File: src/rtl/gpio_irq_pkg.sv
package gpio_irq_pkg;
   localparam int unsigned IDX_W  = 4;
   localparam int unsigned RD_W   = 32;

   typedef enum logic [IDX_W-1:0] {
      IDX_DIR   = 4'd0,
      IDX_IN    = 4'd1,
      IDX_OUT   = 4'd2,
      IDX_SET   = 4'd3,
      IDX_CLR   = 4'd4,
      IDX_IEN   = 4'd5,
      IDX_ITYPE = 4'd6,
      IDX_IPOL  = 4'd7,
      IDX_PEND  = 4'd8,
      IDX_MASK  = 4'd9
   } gpio_idx_e;
endpackage

File: src/rtl/gpio_sync.sv
module gpio_sync #(
   parameter int unsigned WIDTH  = 8,
   parameter int unsigned STAGES = 2
) (
   input  logic             clk,
   input  logic             rst_n,
   input  logic [WIDTH-1:0] d_i,
   output logic [WIDTH-1:0] q_o
);
   localparam int unsigned LAST = STAGES - 1;

   if (STAGES < 2) begin : g_bad_stages
      $error("gpio_sync needs at least two stages");
   end

   logic [WIDTH-1:0] chain_q [STAGES];

   for (genvar s = 0; s < STAGES; s++) begin : g_stage
      always_ff @(posedge clk or negedge rst_n) begin
         if (!rst_n)      chain_q[s] <= '0;
         else if (s == 0) chain_q[s] <= d_i;
         else             chain_q[s] <= chain_q[(s == 0) ? 0 : s-1];
      end
   end

   assign q_o = chain_q[LAST];
endmodule

File: src/rtl/gpio_irq_detect.sv
module gpio_irq_detect #(
   parameter int unsigned PIN_CNT = 8
) (
   input  logic               clk,
   input  logic               rst_n,
   input  logic [PIN_CNT-1:0] smp_i,
   input  logic [PIN_CNT-1:0] ien_i,
   input  logic [PIN_CNT-1:0] itype_i,
   input  logic [PIN_CNT-1:0] ipol_i,
   input  logic [PIN_CNT-1:0] clr_i,
   output logic [PIN_CNT-1:0] pend_o
);
   logic [PIN_CNT-1:0] prev_q;
   logic [PIN_CNT-1:0] pend_q;
   logic [PIN_CNT-1:0] hit;

   always_ff @(posedge clk or negedge rst_n) begin
      if (!rst_n) prev_q <= '0;
      else        prev_q <= smp_i;
   end

   for (genvar p = 0; p < PIN_CNT; p++) begin : g_pin
      logic lvl_hit, edge_hit;
      assign lvl_hit  = ipol_i[p] ? smp_i[p] : ~smp_i[p];
      assign edge_hit = ipol_i[p] ? (smp_i[p] & ~prev_q[p])
                                  : (~smp_i[p] & prev_q[p]);
      assign hit[p]   = itype_i[p] ? lvl_hit : edge_hit;

      always_ff @(posedge clk or negedge rst_n) begin
         if (!rst_n)          pend_q[p] <= 1'b0;
         else if (itype_i[p]) pend_q[p] <= ien_i[p] & hit[p];
         else                 pend_q[p] <= (pend_q[p] & ~clr_i[p]) | (ien_i[p] & hit[p]);
      end
   end

   assign pend_o = pend_q;

   // edge-type pending bits are held until cleared by software
   p_edge_hold_r8: assert property (@(posedge clk) disable iff (!rst_n)
      1'b1 |=> (($past(pend_q & ~itype_i & ~clr_i) & ~pend_q) == '0));

   // a disabled pin with nothing pending cannot become pending
   p_gate_en_r10: assert property (@(posedge clk) disable iff (!rst_n)
      1'b1 |=> (($past(~ien_i & ~pend_q) & pend_q) == '0));
endmodule

File: src/rtl/gpio_irq_ctrl.sv
module gpio_irq_ctrl
   import gpio_irq_pkg::*;
#(
   parameter int unsigned PIN_CNT = 8,
   parameter bit          INV_DIR = 1'b0
) (
   input  logic               clk,
   input  logic               rst_n,
   input  logic [IDX_W-1:0]   bus_idx,
   input  logic               bus_wr,
   input  logic [PIN_CNT-1:0] bus_wdata,
   input  logic               bus_rd,
   output logic [RD_W-1:0]    bus_rdata,
   input  logic [PIN_CNT-1:0] pin_in,
   output logic [PIN_CNT-1:0] pin_out,
   output logic [PIN_CNT-1:0] pin_oe,
   output logic               irq_o
);
   localparam logic [PIN_CNT-1:0] DIR_RST = INV_DIR ? '1 : '0;

   if (PIN_CNT < 1 || PIN_CNT > 31) begin : g_bad_cnt
      $error("PIN_CNT must be between 1 and 31");
   end

   logic [PIN_CNT-1:0] dir_q, out_q, ien_q, itype_q, ipol_q, mask_q;
   logic [PIN_CNT-1:0] smp, pend, pend_clr, rd_mux;
   logic [RD_W-1:0]    rdata_q;
   logic               irq_q;

   function automatic logic hit_idx(input logic [IDX_W-1:0] a, input gpio_idx_e r);
      return a == r;
   endfunction

   // write side
   always_ff @(posedge clk or negedge rst_n) begin
      if (!rst_n) begin
         dir_q   <= DIR_RST;
         out_q   <= '0;
         ien_q   <= '0;
         itype_q <= '0;
         ipol_q  <= '0;
         mask_q  <= '0;
      end else if (bus_wr) begin
         if (hit_idx(bus_idx, IDX_DIR))   dir_q   <= bus_wdata;
         if (hit_idx(bus_idx, IDX_SET))   out_q   <= out_q | bus_wdata;
         if (hit_idx(bus_idx, IDX_CLR))   out_q   <= out_q & ~bus_wdata;
         if (hit_idx(bus_idx, IDX_IEN))   ien_q   <= bus_wdata;
         if (hit_idx(bus_idx, IDX_ITYPE)) itype_q <= bus_wdata;
         if (hit_idx(bus_idx, IDX_IPOL))  ipol_q  <= bus_wdata;
         if (hit_idx(bus_idx, IDX_MASK))  mask_q  <= bus_wdata;
      end
   end

   assign pend_clr = (bus_wr && hit_idx(bus_idx, IDX_PEND)) ? bus_wdata : '0;

   gpio_sync #(.WIDTH(PIN_CNT), .STAGES(2)) sync_i (
      .clk   (clk),
      .rst_n (rst_n),
      .d_i   (pin_in),
      .q_o   (smp)
   );

   gpio_irq_detect #(.PIN_CNT(PIN_CNT)) det_i (
      .clk     (clk),
      .rst_n   (rst_n),
      .smp_i   (smp),
      .ien_i   (ien_q),
      .itype_i (itype_q),
      .ipol_i  (ipol_q),
      .clr_i   (pend_clr),
      .pend_o  (pend)
   );

   // read side
   always_comb begin
      case (bus_idx)
         IDX_DIR:   rd_mux = dir_q;
         IDX_IN:    rd_mux = smp;
         IDX_OUT:   rd_mux = out_q;
         IDX_IEN:   rd_mux = ien_q;
         IDX_ITYPE: rd_mux = itype_q;
         IDX_IPOL:  rd_mux = ipol_q;
         IDX_PEND:  rd_mux = pend;
         IDX_MASK:  rd_mux = mask_q;
         default:   rd_mux = '0;
      endcase
   end

   always_ff @(posedge clk or negedge rst_n) begin
      if (!rst_n)      rdata_q <= '0;
      else if (bus_rd) rdata_q <= RD_W'(rd_mux);
   end

   always_ff @(posedge clk or negedge rst_n) begin
      if (!rst_n) irq_q <= 1'b0;
      else        irq_q <= |(pend & mask_q);
   end

   if (INV_DIR) begin : g_dir_inv
      assign pin_oe = ~dir_q;
   end else begin : g_dir_std
      assign pin_oe = dir_q;
   end

   assign pin_out   = out_q;
   assign bus_rdata = rdata_q;
   assign irq_o     = irq_q;

   // set strobe raises every requested bit
   p_set_bits_r2: assert property (@(posedge clk) disable iff (!rst_n)
      (bus_wr && bus_idx == IDX_SET) |=> ((pin_out & $past(bus_wdata)) == $past(bus_wdata)));

   // clear strobe lowers every requested bit
   p_clr_bits_r2: assert property (@(posedge clk) disable iff (!rst_n)
      (bus_wr && bus_idx == IDX_CLR) |=> ((pin_out & $past(bus_wdata)) == '0));

   // nothing above the pin count ever reaches the bus
   p_hi_zero_r5: assert property (@(posedge clk) disable iff (!rst_n)
      (bus_rdata >> PIN_CNT) == '0);

   // the line only rises for a masked-in pending pin
   p_irq_src_r11: assert property (@(posedge clk) disable iff (!rst_n)
      $rose(irq_o) |-> $past(|(pend & mask_q)));
endmodule

File: config.mk
export PLATFORM = sky130hd
export DESIGN_NAME = gpio_irq_ctrl
export DESIGN_NICKNAME = d
export VERILOG_FILES = /design/src/rtl/gpio_irq_pkg.sv /design/src/rtl/gpio_sync.sv /design/src/rtl/gpio_irq_detect.sv /design/src/rtl/gpio_irq_ctrl.sv
export SDC_FILE = /design/constraint.sdc
export NUM_CORES = 1
export LEC_CHECK = 0
export ABC_CLOCK_PERIOD_IN_PS = 1200
export BUFFER_PORTS_ARGS = -buffer_cell sky130_fd_sc_hd__buf_2
export CAP_MARGIN = 20
export CELL_PAD_IN_SITES_DETAIL_PLACEMENT = 1
export CELL_PAD_IN_SITES_GLOBAL_PLACEMENT = 1
export CORE_ASPECT_RATIO = 0.5
export CORE_UTILIZATION = 45
export CTS_CLUSTER_DIAMETER = 30
export CTS_CLUSTER_SIZE = 10
export DETAILED_ROUTE_END_ITERATION = 12
export PLACE_DENSITY_LB_ADDON = 0.1
export SETUP_SLACK_MARGIN = 0.3
export SLEW_MARGIN = 25
export SYNTH_ARGS = -nofsm -noshare
export SYNTH_HDL_FRONTEND = slang
export SYNTH_SLANG_ARGS = --single-unit
export TNS_END_PERCENT = 1
File: constraint.sdc
create_clock -name clk -period 1.2 [get_ports clk]
set_input_delay 0.12 -clock clk [delete_from_list [all_inputs] [get_ports clk]]
set_output_delay 0.12 -clock clk [all_outputs]
set_load 0.01 [all_outputs]
==> impl_metrics.env, run 1 <==
export IMPL_syn_to_final_growth_pct=26.1
export IMPL_sequentialPowerShare=0.466
export IMPL_fp_dieW_um=138
export IMPL_crit_type="flop to flop"
export IMPL_wire_per_inst_um=19.8
export IMPL_period_share=0.947
export IMPL_netlist_area_mm2=0.00418
export IMPL_gp_congestion=0.851
export IMPL_timing_fmax_ghz=0.880
export IMPL_arrival_ns=1.35
export IMPL_violations="design-rule violations"
export IMPL_grt_setup_unrepaired="true"
export IMPL_stdcell_count=566
export IMPL_cpMostUsedCell="o22ai_1"
export IMPL_p_int_mw=6.18
export IMPL_drt_iter0_drc=180
export IMPL_rows=24
export IMPL_grt_pass1_wl_um=18400
export IMPL_route_detailed_drc=17
export IMPL_final_layout_size_suffix_gt1_frac=0.414
export IMPL_finalSetupViolCount=0
export IMPL_tightest_slew_ns=0.500
export IMPL_post_route_min_period_ns=1.14
export IMPL_wirelength_um=11200
export IMPL_dp_hpwl_um=8060
export IMPL_layout_nets=468
export IMPL_slew_headroom=0.667
export IMPL_fin_skew_ns=0.00735
export IMPL_vias=3043
export IMPL_io_buffers=48
export IMPL_final_hold_viol_count=0
export IMPL_clk_latency_ns=0.34
export IMPL_p_clk_frac=0.330
export IMPL_final_area_mm2=0.00528
export IMPL_die_area_mm2=0.00971
export IMPL_max_vdd_ir_drop_mv=0.887
export IMPL_avgSynthCellArea_um2=12.3
export IMPL_p_sw_mw=2.61
export IMPL_cts_tree="yes"
export IMPL_antenna_cells=0
export IMPL_nFillCells=945
export IMPL_min_path_type="input pin to flop"
export IMPL_cp_top_family="flip-flops"
export IMPL_synth_seq_cells=89
export IMPL_place_inst=533
export IMPL_cts_max_level=3
export IMPL_comb_power_share=0.204
export IMPL_placed_area_mm2=0.00479
export IMPL_clockBufferDepth=2
export IMPL_crit_path_max_fanout=4
export IMPL_coreArea_mm2=0.00886
export IMPL_cp_required_ns=1.42
export IMPL_ys_seq_area_frac=0.532
export IMPL_multi_input_area_mm2=0.00179
export IMPL_synth_edf_count=0
export IMPL_initial_core_util=0.472
export IMPL_outcome="complete, but fails checks"
export IMPL_async_reset_ff_frac=1.00
export IMPL_leakage_nw=2.44
export IMPL_grt_usage=0.254
export IMPL_dieHeight_um=70.2
export IMPL_regArea_mm2=0.00223
export IMPL_grt_pass1_vias=3356
export IMPL_ff2ff_setup_slack_ns=0.06
export IMPL_pin_count=73
export IMPL_critPathSlowestCell="dfrtp_1"
export IMPL_critPathLaunchType="flop"
export IMPL_cp_end_kind="flop"
export IMPL_drv_slew=0
export IMPL_drt_antenna_violating_nets=0
export IMPL_yosysWarnings=0
export IMPL_drv_cap=0
export IMPL_detail_route_first_pass_iterations=8
export IMPL_critical_path_buf_inv_count=0
export IMPL_worst_path_largest_cell_delay_ns=0.41
export IMPL_viasPerCell=5.38
export IMPL_overflow=0
export IMPL_numCtsBuffers=9
export IMPL_clkSinkCount=89
export IMPL_antenna_found_initial=0
export IMPL_crit_chain="mux2i_1 -> o22ai_1 -> a211oi_1 -> o22ai_1"
export IMPL_p_sw_frac=0.297
export IMPL_grt_max_degree=90
export IMPL_cts_root_buffer="clkbuf_16"
export IMPL_synthDistinctLibCells=38
export IMPL_power_density_mw_per_mm2=1670
export IMPL_synth_ff_type="dfrtp_1"
export IMPL_postSynthCellCount=339
export IMPL_path_clk_slew_ns=0.07
-- final timing paths --
path | from | endpoint | cells past startpoint
max | sync_i.q_o[6] | bus_rdata[6] | 4
min | bus_wdata[4] | ipol_q[4] | 2
max reg2reg | sync_i.q_o[6] | bus_rdata[6] | 4
min reg2reg | sync_i.chain_q[14] | sync_i.q_o[6] | 0
max in group asynchronous | rst_n | itype_q[2] | 3
min in group asynchronous | rst_n | pin_oe[0] | 3
-- worst reg2reg max path: stages, from the launching register on --
cell and delay [ns]:
dfrtp_1 0.41, mux2i_1 0.20, o22ai_1 0.11, a211oi_1 0.18, o22ai_1 0.11
-- final cells by class --
| class | count | area share |
|---|---|---|
| tap | 117 | 0.0278 |
| inverter | 17 | 0.0126 |
| timing repair buffer | 106 | 0.140 |
| clock inverter | 7 | 0.0157 |
| multi-input combinational | 221 | 0.339 |
| clock buffer | 9 | 0.0427 |
| sequential | 89 | 0.422 |
-- placed cells by master, fill, tap and decap left out, drive strengths merged --
master and n:
inv 21, or3b 1, clkbuf 9, a32o 8
dlygate4sd3 9, mux2 48, or3 1, nand2b 10
conb 24, a22o 8, nand2 18, o21ba 1
nand3b 2, o31ai 8, clkinvlp 2, o22ai 16
nor4 1, a211oi 8, a22oi 4, nand4 1
and3b 2, nor3 1, nor2 20, dfrtp 89
mux2i 24, o21ai 1, bufinv 1, nand4b 1
buf 97, nand3 10, nor3b 3
-- power groups by stage --
stage / clock (mW) / combinational (mW) / sequential, mW
floorplan: 0 / 1.07 / 4.05
global placement: 0 / 1.59 / 4.10
detailed placement: 0 / 1.67 / 4.14
CTS: 2.95 / 1.80 / 4.09
global route: 3.10 / 1.96 / 4.17
finish: 2.90 / 1.79 / 4.10
-- cells by family (layout without fill, tap and decap cells) --
group	after synthesis	in the layout	share of synthesized area
AOI/OAI and AO/OA	54	54	0.0993
DFF	89	89	0.532
and+or+nand+nor	71	71	0.101
other	1	24	0.000896
muxes	72	72	0.187
buffers and inverters	52	139	0.0795
-- sequential cells by signal (all words and copies together) (netlist names), named ones only --
register / count
bus_rdata: 8
det_i.pend_o: 8
det_i.prev_q: 8
ien_q: 8
ipol_q: 8
irq_o: 1
itype_q: 8
mask_q: 8
pin_oe: 8
sync_i.chain_q: 8
sync_i.q_o: 8
-- per-stage QoR --
| stage | setup slack [ns] | power [mW] | utilization | hold WS [ns] | TNS, ns |
|---|---|---|---|---|---|
| floorplan | 0.00351 | 5.12 | - | -0.176 | 0 |
| global placement | -0.245 | 5.69 | 0.541 | 0.187 | -10.12 |
| detailed placement | -0.311 | 5.81 | 0.541 | 0.203 | -11.56 |
| CTS | 0.0614 | 8.84 | 0.592 | 0.114 | 0 |
| global route | -0.00903 | 9.23 | 0.595 | 0.122 | -0.00903 |
| finish | 0.0634 | 8.79 | 0.595 | 0.119 | 0 |
-- metal layers --
| metal | vias up | wire length, µm | global-route usage | share of wire |
|---|---|---|---|---|
| met2 | 77 | 5360 | 0.430 | 0.48 |
| met4 | 0 | 158 | 0.0674 | 0.014 |
| met3 | 14 | 422 | 0.0562 | 0.038 |
| met5 | - | 0 | 0 | 0 |
| met1 | 1573 | 5260 | 0.333 | 0.47 |
| li1 | 1379 | - | - | - |
-- synth_stat cells (all sizes together), types with 2 or more instances --
library cell / n / area [µm²]
nor3b: 3 / 38.8
a22o: 8 / 70.1
mux2: 48 / 541
a211oi: 8 / 60.1
nand2b: 10 / 62.6
dfrtp: 89 / 2230
and3b: 2 / 17.5
mux2i: 24 / 240
inv: 17 / 63.8
a32o: 8 / 80.1
nand3: 10 / 62.6
o31ai: 8 / 60.1
nand2: 18 / 67.6
a22oi: 4 / 30.0
buf: 34 / 265
o22ai: 16 / 100
nand3b: 2 / 15.0
nor2: 20 / 92.6
-- what timing repair did --
item / in CTS / in global routing
gates resized for setup: 4 / 3
cloned: 0 / 0
setup endpoints to repair: 90 / 90
endpoints found under the hold margin: 97 / 0
hold buffers: 9 / 0
pin swaps: 4 / 1
setup buffers: 6 / 2
(Power assumes the default switching activity.)
==> run 2, diff against run 1 <==
--- a/config.mk
+++ b/config.mk
@@ -9,16 +9,17 @@
 export BUFFER_PORTS_ARGS = -buffer_cell sky130_fd_sc_hd__buf_2
 export CAP_MARGIN = 20
 export CELL_PAD_IN_SITES_DETAIL_PLACEMENT = 1
-export CELL_PAD_IN_SITES_GLOBAL_PLACEMENT = 1
+export CELL_PAD_IN_SITES_GLOBAL_PLACEMENT = 2
 export CORE_ASPECT_RATIO = 0.5
-export CORE_UTILIZATION = 45
+export CORE_UTILIZATION = 37
 export CTS_CLUSTER_DIAMETER = 30
 export CTS_CLUSTER_SIZE = 10
 export DETAILED_ROUTE_END_ITERATION = 12
 export PLACE_DENSITY_LB_ADDON = 0.1
-export SETUP_SLACK_MARGIN = 0.3
+export SETUP_SLACK_MARGIN = 0.02
 export SLEW_MARGIN = 25
 export SYNTH_ARGS = -nofsm -noshare
 export SYNTH_HDL_FRONTEND = slang
+export SYNTH_HIERARCHICAL = 1
 export SYNTH_SLANG_ARGS = --single-unit
 export TNS_END_PERCENT = 1
==> run 2 against run 1 <==
Compared with the run above: core utilization fell by 10 points; combinational power rose by 13%; clock power rose by 7.6%; worst setup slack got worse by 0.047 ns; via count fell by 0.20%; largest cell class unchanged; final cell count rose by 6.5%; hold slack got worse by 0.0060 ns; the flow now finishes without violations; maximum frequency fell by 4.0%; clock-buffer cell count did not move; die area rose by 24%; sequential power fell by 3%.
==> impl_metrics.env, run 2 <==
export IMPL_sequentialPowerShare=0.436
export IMPL_mostFrequentLayoutCell="dfrtp_1"
export IMPL_crit_type="flop to flop"
export IMPL_dieHeight_um=78.0
export IMPL_yosysMostFrequentCell="dfrtp_1"
export IMPL_cts_root_buffer="clkbuf_16"
export IMPL_arrival_ns=1.40
export IMPL_critPathSlowestCell="dfrtp_1"
export IMPL_power_density_mw_per_mm2=1670
export IMPL_max_vdd_ir_drop_mv=0.648
export IMPL_synth_edf_count=0
export IMPL_detail_route_first_pass_iterations=4
export IMPL_wire_per_inst_um=19.2
export IMPL_vias=3037
export IMPL_viasPerCell=5.04
export IMPL_ys_seq_area_frac=0.522
export IMPL_yosysWarnings=6
export IMPL_postCtsSetupRepairBufs=0
export IMPL_netlist_area_mm2=0.00427
export IMPL_final_hold_viol_count=0
export IMPL_grt_setup_unrepaired="true"
export IMPL_pin_count=73
export IMPL_fp_dieW_um=154
export IMPL_cp_top_family="compound AO/OA/AOI/OAI gates"
export IMPL_post_route_min_period_ns=1.18
export IMPL_gp_congestion=0.823
export IMPL_p_clk_frac=0.341
export IMPL_initial_core_util=0.384
export IMPL_fin_skew_ns=0.00639
export IMPL_dp_hpwl_um=8430
export IMPL_drv_slew=0
export IMPL_worst_path_largest_cell_delay_ns=0.41
export IMPL_drv_cap=0
export IMPL_whs_path_depth=2
export IMPL_numCtsBuffers=9
export IMPL_grt_pass1_wl_um=18800
export IMPL_clk_latency_ns=0.34
export IMPL_grt_usage=0.213
export IMPL_crit_chain="mux2i_1 -> o22ai_1 -> a211oi_2 -> o22ai_1"
export IMPL_regArea_mm2=0.00223
export IMPL_stdcell_count=603
export IMPL_antenna_found_initial=0
export IMPL_finalSetupViolCount=0
export IMPL_p_sw_mw=2.61
export IMPL_outcome="complete, no violations"
export IMPL_final_cell_mix="dfrtp_1 (89), buf_4 (52), buf_2 (47)"
export IMPL_critPathLaunchType="flop"
export IMPL_ys_top_cells_by_count="dfrtp_1 (89), mux2_2 (46), buf_4 (34), mux2i_1 (24), o22ai_1 (24)"
export IMPL_leakage_nw=2.58
export IMPL_grt_pass1_vias=3321
export IMPL_wirelength_um=11600
export IMPL_overflow=0
export IMPL_clockBufferDepth=2
export IMPL_report_power_total_mw=9.13
export IMPL_post_route_util=0.492
export IMPL_cpMostUsedCell="o22ai_1"
export IMPL_grt_max_degree=40
export IMPL_postSynthCellCount=347
export IMPL_synth_ff_type="dfrtp_1"
export IMPL_cp_end_kind="flop"
export IMPL_die_area_mm2=0.0120
export IMPL_route_detailed_drc=0
export IMPL_io_buffers=48
export IMPL_comb_power_share=0.223
export IMPL_cts_tree="yes"
export IMPL_synthDistinctLibCells=38
export IMPL_async_reset_ff_frac=1.00
export IMPL_crit_path_max_fanout=4
export IMPL_antenna_cells=0
export IMPL_cts_max_level=3
export IMPL_cp_required_ns=1.42
export IMPL_min_path_type="input pin to flop"
export IMPL_p_sw_frac=0.286
export IMPL_nFillCells=1201
export IMPL_critical_path_buf_inv_count=0
export IMPL_avgSynthCellArea_um2=12.3
export IMPL_p_int_mw=6.52
export IMPL_clkSinkCount=89
export IMPL_synth_area_leaders="dfrtp_1 (52%), mux2_2 (12%), buf_4 (6.0%)"
export IMPL_syn_to_final_growth_pct=28.1
export IMPL_place_inst=578
export IMPL_layout_nets=477
export IMPL_path_depth=4
export IMPL_path_clk_slew_ns=0.07
export IMPL_final_layout_size_suffix_gt1_frac=0.421
export IMPL_yosysTopAreaCellShare=0.522
export IMPL_drt_iter0_drc=98
export IMPL_synth_top_cell_by_area="dfrtp_1"
export IMPL_coreArea_mm2=0.0111
export IMPL_synth_seq_cells=89
export IMPL_worstRegToRegCells=4
export IMPL_rows=27
export IMPL_period_share=0.986
export IMPL_drt_antenna_violating_nets=0
export IMPL_timing_fmax_ghz=0.845
export IMPL_multi_input_area_mm2=0.00185
export IMPL_timing_hold_ws_ns=0.113
export IMPL_tns_ns=0
[run 2: path summary, 6_finish.rpt]
kind / end / slack, ns / from
setup / recovery: bus_rdata[5] / 0.02 / ipol_q[5]
hold / removal: ipol_q[7] / 0.11 / bus_wdata[7]
setup reg to reg: bus_rdata[5] / 0.02 / ipol_q[5]
hold reg to reg: sync_i/q_o[0] / 0.35 / sync_i/chain_q[8]
max in group asynchronous: itype_q[4] / 0.54 / rst_n
min in group asynchronous: det_i/prev_q[3] / 0.18 / rst_n
[run 2: logic make-up (layout without fill, tap and decap cells)]
logic type	count (synthesis)	after routing	share of synthesized area
multiplexers	72	72	0.183
AO/OA/AOI/OAI	62	62	0.104
buffers and inverters	52	140	0.0853
AND/OR/NAND/NOR	71	71	0.105
flip-flops	89	89	0.522
other	1	24	0.000878
[run 2: metrics by stage]
step / setup slack [ns] / cell area [µm²]
6_report: 0.0162 / 5470
5_1_grt: -0.0557 / 5470
4_1_cts: 0.0141 / 5440
3_5_place_dp: -0.316 / 5020
3_3_place_gp: -0.252 / 5020
2_1_floorplan: 0.00363 / 4450
[run 2: cell type report]
type,count,share of cell area
clock buffers,9,0.0412
clock inverters,7,0.0183
inverters,9,0.00618
multi-input cells,229,0.339
flip-flops and latches,89,0.407
well taps,145,0.0332
repair buffers,115,0.155
[run 2: timing repair]
| action | in CTS | in global routing |
|---|---|---|
| hold endpoints to repair | 97 | 0 |
| hold buffers | 9 | 0 |
| endpoints found under the setup margin | 2 | 7 |
| resized for setup | 1 | 6 |
| pin swaps | 0 | 0 |
| gates cloned | 0 | 0 |
[run 2: per-layer routing]
metal	global-route usage	wire [µm]	vias to the layer above
met1	0.283	5460	1542
met4	0.0660	196	0
met2	0.347	5500	66
li1	-	-	1411
met5	0	0	-
met3	0.0486	438	18
[run 2: power by group through the flow]
| stage | Clock (mW) | Combinational, mW | Sequential [mW] |
|---|---|---|---|
| 2_1_floorplan | 0 | 1.13 | 4.02 |
| 3_3_place_gp | 0 | 1.93 | 4.00 |
| 3_5_place_dp | 0 | 2.00 | 4.04 |
| 4_1_cts | 3.19 | 2.05 | 3.99 |
| 5_1_grt | 3.31 | 2.23 | 4.07 |
| 6_report | 3.12 | 2.03 | 3.99 |
